===== src/rtl/smb_idx_slave.sv =====
module smb_idx_slave #(
  parameter int         NREGS   = 16,
  parameter int         CNT_IDX = 8,
  parameter logic [6:0] ADDR_LO = 7'h6A,
  parameter logic [6:0] ADDR_HI = 7'h6B
) (
  input  logic               clk,
  input  logic               rst_n,
  input  logic               scl_i,
  input  logic               sda_i,
  output logic               sda_oe,
  input  logic               strap_i,
  output logic [NREGS*8-1:0] regs_o
);
  localparam int IW = $clog2(NREGS);

  typedef enum logic [2:0] {S_IDLE, S_ADDR, S_IDX, S_CNT, S_WDATA, S_RDATA, S_IGNORE} st_t;

  logic [1:0]    scl_sy, sda_sy;
  logic          scl_p, sda_p;
  logic          scl_s, sda_s;
  logic          scl_rise, scl_fall, start_det, stop_det;
  st_t           st;
  logic [3:0]    bitcnt;
  logic [7:0]    sh, txs, wcnt;
  logic [IW-1:0] idx;
  logic          rw, mack, addr_sel, armed;
  logic [6:0]    my_addr;
  logic [7:0]    regs [NREGS];

  assign scl_s     = scl_sy[1];
  assign sda_s     = sda_sy[1];
  assign scl_rise  = scl_s & ~scl_p;
  assign scl_fall  = ~scl_s & scl_p;
  assign start_det = scl_s & scl_p & sda_p & ~sda_s;
  assign stop_det  = scl_s & scl_p & ~sda_p & sda_s;
  assign my_addr   = addr_sel ? ADDR_HI : ADDR_LO;

  for (genvar g = 0; g < NREGS; g++) begin : g_out
    assign regs_o[g*8 +: 8] = regs[g];
  end

  always_ff @(posedge clk) begin
    if (!rst_n) begin
      scl_sy <= 2'b11;
      sda_sy <= 2'b11;
      scl_p  <= 1'b1;
      sda_p  <= 1'b1;
    end else begin
      scl_sy <= {scl_sy[0], scl_i};
      sda_sy <= {sda_sy[0], sda_i};
      scl_p  <= scl_s;
      sda_p  <= sda_s;
    end
  end

  always_ff @(posedge clk) begin
    if (!rst_n) begin
      st       <= S_IDLE;
      bitcnt   <= '0;
      sh       <= '0;
      txs      <= '0;
      wcnt     <= '0;
      idx      <= '0;
      rw       <= 1'b0;
      mack     <= 1'b0;
      sda_oe   <= 1'b0;
      addr_sel <= 1'b0;
      armed    <= 1'b0;
      for (int i = 0; i < NREGS; i++) regs[i] <= '0;
    end else begin
      if (!armed) begin
        armed    <= 1'b1;
        addr_sel <= strap_i;
      end
      if (start_det) begin
        st     <= S_ADDR;
        bitcnt <= '0;
        sda_oe <= 1'b0;
      end else if (stop_det) begin
        st     <= S_IDLE;
        bitcnt <= '0;
        sda_oe <= 1'b0;
      end else if (st != S_IDLE && st != S_IGNORE) begin
        if (scl_rise) begin
          if (bitcnt < 4'd8) begin
            sh     <= {sh[6:0], sda_s};
            bitcnt <= bitcnt + 4'd1;
          end else if (bitcnt == 4'd8) begin
            mack   <= ~sda_s;
            bitcnt <= 4'd9;
          end
        end else if (scl_fall) begin
          if (bitcnt == 4'd8) begin
            case (st)
              S_ADDR:
                if (sh[7:1] == my_addr) begin
                  sda_oe <= 1'b1;
                  rw     <= sh[0];
                end else begin
                  sda_oe <= 1'b0;
                  st     <= S_IGNORE;
                end
              S_IDX: begin
                idx    <= sh[IW-1:0];
                sda_oe <= 1'b1;
              end
              S_CNT: begin
                wcnt   <= sh;
                sda_oe <= 1'b1;
              end
              S_WDATA:
                if (wcnt != 8'd0) begin
                  regs[idx] <= sh;
                  idx       <= idx + 1'b1;
                  wcnt      <= wcnt - 8'd1;
                  sda_oe    <= 1'b1;
                end else begin
                  sda_oe <= 1'b0;
                  st     <= S_IGNORE;
                end
              default: sda_oe <= 1'b0;
            endcase
          end else if (bitcnt == 4'd9) begin
            bitcnt <= '0;
            sda_oe <= 1'b0;
            case (st)
              S_ADDR:
                if (rw) begin
                  st     <= S_RDATA;
                  sda_oe <= ~regs[CNT_IDX][7];
                  txs    <= {regs[CNT_IDX][6:0], 1'b0};
                end else begin
                  st <= S_IDX;
                end
              S_IDX: st <= S_CNT;
              S_CNT: st <= S_WDATA;
              S_RDATA:
                if (mack) begin
                  sda_oe <= ~regs[idx][7];
                  txs    <= {regs[idx][6:0], 1'b0};
                  idx    <= idx + 1'b1;
                end else begin
                  st <= S_IGNORE;
                end
              default: st <= st;
            endcase
          end else if (st == S_RDATA && bitcnt != 4'd0) begin
            sda_oe <= ~txs[7];
            txs    <= {txs[6:0], 1'b0};
          end
        end
      end
    end
  end

  logic wr_slot;
  assign wr_slot = scl_fall && !start_det && !stop_det && bitcnt == 4'd8 && st == S_WDATA;

  assert_sda_moves_low_scl_R9: assert property (@(posedge clk) disable iff (!rst_n)
    !$stable(sda_oe) |-> (!$past(scl_s) || $past(start_det || stop_det)));

  assert_ignore_silent_R6: assert property (@(posedge clk) disable iff (!rst_n)
    st == S_IGNORE |-> !sda_oe);

  assert_overrun_nack_R2: assert property (@(posedge clk) disable iff (!rst_n)
    (wr_slot && wcnt == 8'd0) |=> (!sda_oe && st == S_IGNORE));

  assert_index_wrap_R5: assert property (@(posedge clk) disable iff (!rst_n)
    (wr_slot && wcnt != 8'd0 && idx == IW'(NREGS-1)) |=> idx == '0);

  assert_strap_held_R7: assert property (@(posedge clk) disable iff (!rst_n)
    armed |=> $stable(addr_sel));

  assert_stop_releases_R8: assert property (@(posedge clk) disable iff (!rst_n)
    stop_det |=> (!sda_oe && st == S_IDLE));
endmodule


===== config.mk =====
export PLATFORM = sky130hd
export DESIGN_NAME = smb_idx_slave
export DESIGN_NICKNAME = d
export VERILOG_FILES = /design/src/rtl/smb_idx_slave.sv
export SDC_FILE = /design/constraint.sdc
export NUM_CORES = 1
export LEC_CHECK = 0
export CAP_MARGIN = 20
export CORE_MARGIN = 8
export CORE_UTILIZATION = 55
export DETAILED_ROUTE_END_ITERATION = 10
export PLACE_DENSITY = 0.88
export RECOVER_POWER = 100
export SETUP_SLACK_MARGIN = 0.1
export SYNTH_ARGS = -nofsm -noshare
export SYNTH_HDL_FRONTEND = slang
export SYNTH_SLANG_ARGS = --single-unit

===== constraint.sdc =====
create_clock -name clk -period 2.7 [get_ports clk]
set_input_delay 0.675 -clock clk [delete_from_list [all_inputs] [get_ports clk]]
set_output_delay 0.675 -clock clk [all_outputs]
set_load 0.02 [all_outputs]

==> results of run 1 <==
-- where the power goes --
group / internal, mW / switching [mW]
logic: 0.153 / 0.220
registers: 2.98 / 0.0628
clock network: 1.47 / 1.08
total: 4.61 / 1.36
-- flip-flops by register name, indices dropped and copies added (netlist names), named ones only --
signal and flops:
regs 128, sh 8, wcnt 8, txs 7, bitcnt 4, idx 4, st 3, scl_sy 2
sda_sy 2, addr_sel 1, armed 1, mack 1, rw 1, scl_p 1, sda_oe 1, sda_p 1
-- per-stage QoR --
step,utilization,setup WS [ps],area [sq um]
3_5_place_dp,0.677,-76.3,10700
5_1_grt,0.709,94.5,11200
6_report,0.709,166,11200
4_1_cts,0.715,314,11300
3_3_place_gp,0.677,78.3,10700
2_1_floorplan,-,365,8840
-- area by class of cell --
cell class | instances | share of cell area
Clock buffer | 18 | 0.0384
Clock inverter | 13 | 0.0154
Tap cell | 216 | 0.0242
Multi-Input combinational cell | 474 | 0.327
Timing Repair Buffer | 194 | 0.157
Inverter | 20 | 0.00671
Sequential cell | 177 | 0.431
-- metal layers --
metal / global-route usage / wire [um]
met1: 0.342 / 10300
met2: 0.426 / 12700
met3: 0.0658 / 3160
met4: 0.111 / 838
met5: 0 / 0
-- synthesized netlist by cell type (13+ instances only) --
library cell and number:
and2_1 130, edfxtp_1 128, dfxtp_1 49, clkbuf_1 34, nor2_1 31, nand2_1 30, mux4_2 29, a21oi_1 25
nand2b_1 24, o21ai_0 20, inv_1 19, buf_2 18, mux2i_1 17, nor3_1 15, and3_1 13
-- worst reg2reg max path, delay by kind of cell (launching register included) --
| family | cells | cell delay (ps) |
|---|---|---|
| compound gates | 1 | 280 |
| buf+inv | 2 | 510 |
| simple gates | 3 | 600 |
| xor+xnor | 1 | 340 |
| flops | 1 | 510 |
-- cell families (layout without fill, tap and decap cells) --
family	count (synthesis)	in the layout	share of synthesized area
buffers and inverters	79	245	0.0395
adders and majority gates	12	12	0.0170
DFF	177	177	0.546
and+or+nand+nor	303	303	0.200
xor gates and xnor gates	4	4	0.00396
muxes	57	57	0.119
AOI/OAI and AO/OA	98	98	0.0749
-- worst min-delay path by stage --
stage              start         to  slack [ps]
2_1_floorplan  scl_sy[0]  scl_sy[1]         390
4_1_cts        sda_sy[0]  sda_sy[1]         410
3_5_place_dp   sda_sy[0]  sda_sy[1]         390
5_1_grt        scl_sy[0]  scl_sy[1]         420
6_report       sda_sy[0]  sda_sy[1]         410
3_3_place_gp   sda_sy[0]  sda_sy[1]         390
==> results.yml, run 1 <==
worst_hold_path:
  min_path_cells: 1
  hold_class: "flop to flop"
placement:
  portBuffers: 133
  place.gp.congestion: 0.920
  dp_cells: 1081
  dp_hpwl_um: 18900
routing:
  drt_pre_antenna_iters: 6
  dr_total_vias: 6904
  wl_per_cell_um: 24.2
  drt_iter0_drc: 744
  antenna_left: 0
  via_per_inst: 6.21
  drc: 0
  routed_wl_um: 27000
yosys:
  netlist_instances: 730
  yosys.cell_types.count: 64
  ys_seq_elements: 177
  yosysSeqAreaShare: 0.546
  synthArstFlopShare: 0
  synth.top_cell.area_share: 0.435
  synth_edf_count: 128
  synthTopCellsByArea: "edfxtp_1 (43%), dfxtp_1 (11%), and2_1 (9.2%)"
  synth_top_area_cell: "edfxtp_1"
  yosysWarnings: 0
  syn_area_sq_um: 8840
  avgSynthCellArea_sq_um: 12.1
  synth_ff_type: "edfxtp_1"
  syn-num-nets: 747
critical_path:
  crit_chain: "xor2_1 > o211a_1 > and4_1 > clkbuf_2 > and3_1 > nand2b_1 > clkbuf_1"
  crit_fanout: 12
  slowest_delay_ps: 510
  cp.depth: 7
  critPathKind: "flop to flop"
  crit_required_ps: 2830
  cp-end-kind: "flop"
  crit_buf_inv: 2
  reg2reg_to: "regs[0][7]"
  start_kind: "flop"
  critPathSlowestCell: "dfxtp_1"
  cp-startpoint: "st[1]"
  arrival_ps: 2660
  reg2reg_slack_ps: 170
  ff2ff_path_depth: 7
  crit_path_end: "regs[0][7]"
  r2r-start: "st[1]"
  cpLargestDelayFamily: "simple AND/OR/NAND/NOR gates"
timing:
  fin_crit_ps: 2530
  max_slew.worst_pin.slew_ps: 1210
  fmax_mhz: 395
  slew_headroom: 0.193
  fin_skew_ps: 10.8
  final_max_slew_viol_count: 0
  rsz0062_at_grt: "false"
  hold_viol: 0
  finalSetupViolCount: 0
  whs_ps: 411
  fin_crit_sh: 0.938
  tns_ps: 0
power:
  total_power_mw: 5.97
  vdd.ir_drop.worst_mv: 0.441
  p_leak_nw: 4.27
  p_per_area_nw_per_um2: 533
grt:
  antenna_found_initial: 0
  grt_pass1_wl_um: 40300
  grt-ovfl-total: 0
  grt_max_degree: 36
  grt_pass1_vias: 6651
  grtUsageTotal: 0.267
cts:
  cts_buffers: 17
  worstSkewPairLatency_ps: 440
  cts_sinks: 177
  clk_pin_slew_ps: 60
  cts_tree: "done"
  hold_buffers: 0
  cts_post_setup_buffers_inserted: 0
  clk_path_buf_depth: 2
  root_buffer: "clkbuf_16"
  htreeDepth: 4
  ctsResizeCount: 0
finish:
  final_cell_mix: "dlygate4sd3_1 (129), edfxtp_1 (128), and2_1 (66), and2_0 (64), dfxtp_1 (49)"
  final-seq-area_sq_um: 4820
  stdcell_count: 1112
  diodes: 0
  drive_gt1_frac: 0.132
  layout_commonest_cell: "dlygate4sd3_1"
  syn_to_final_growth_pct: 26.6
  multi_input_area_sq_um: 3660
  fill_cells: 1098
  nNetsFinal: 901
floorplanning:
  die_area_sq_um: 20400
  ios: 134
  core_sq_um: 15800
  die_w_um: 143
  start_util: 0.560
  row_count: 46
  fp.dieH_um: 143
run_status:
  status: "completed"
job:
  drv_cap: 0
No activity file was read; power rests on OpenSTA's default activity.
==> inputs of run 2 (changes only) <==
--- a/config.mk
+++ b/config.mk
@@ -8,6 +8,7 @@
 export CAP_MARGIN = 20
 export CORE_MARGIN = 8
 export CORE_UTILIZATION = 55
+export CTS_CLUSTER_DIAMETER = 100
 export DETAILED_ROUTE_END_ITERATION = 10
 export PLACE_DENSITY = 0.88
 export RECOVER_POWER = 100
==> results of run 2 <==
Same layout as run 1: the final DEF is identical, and so are final timing and power.
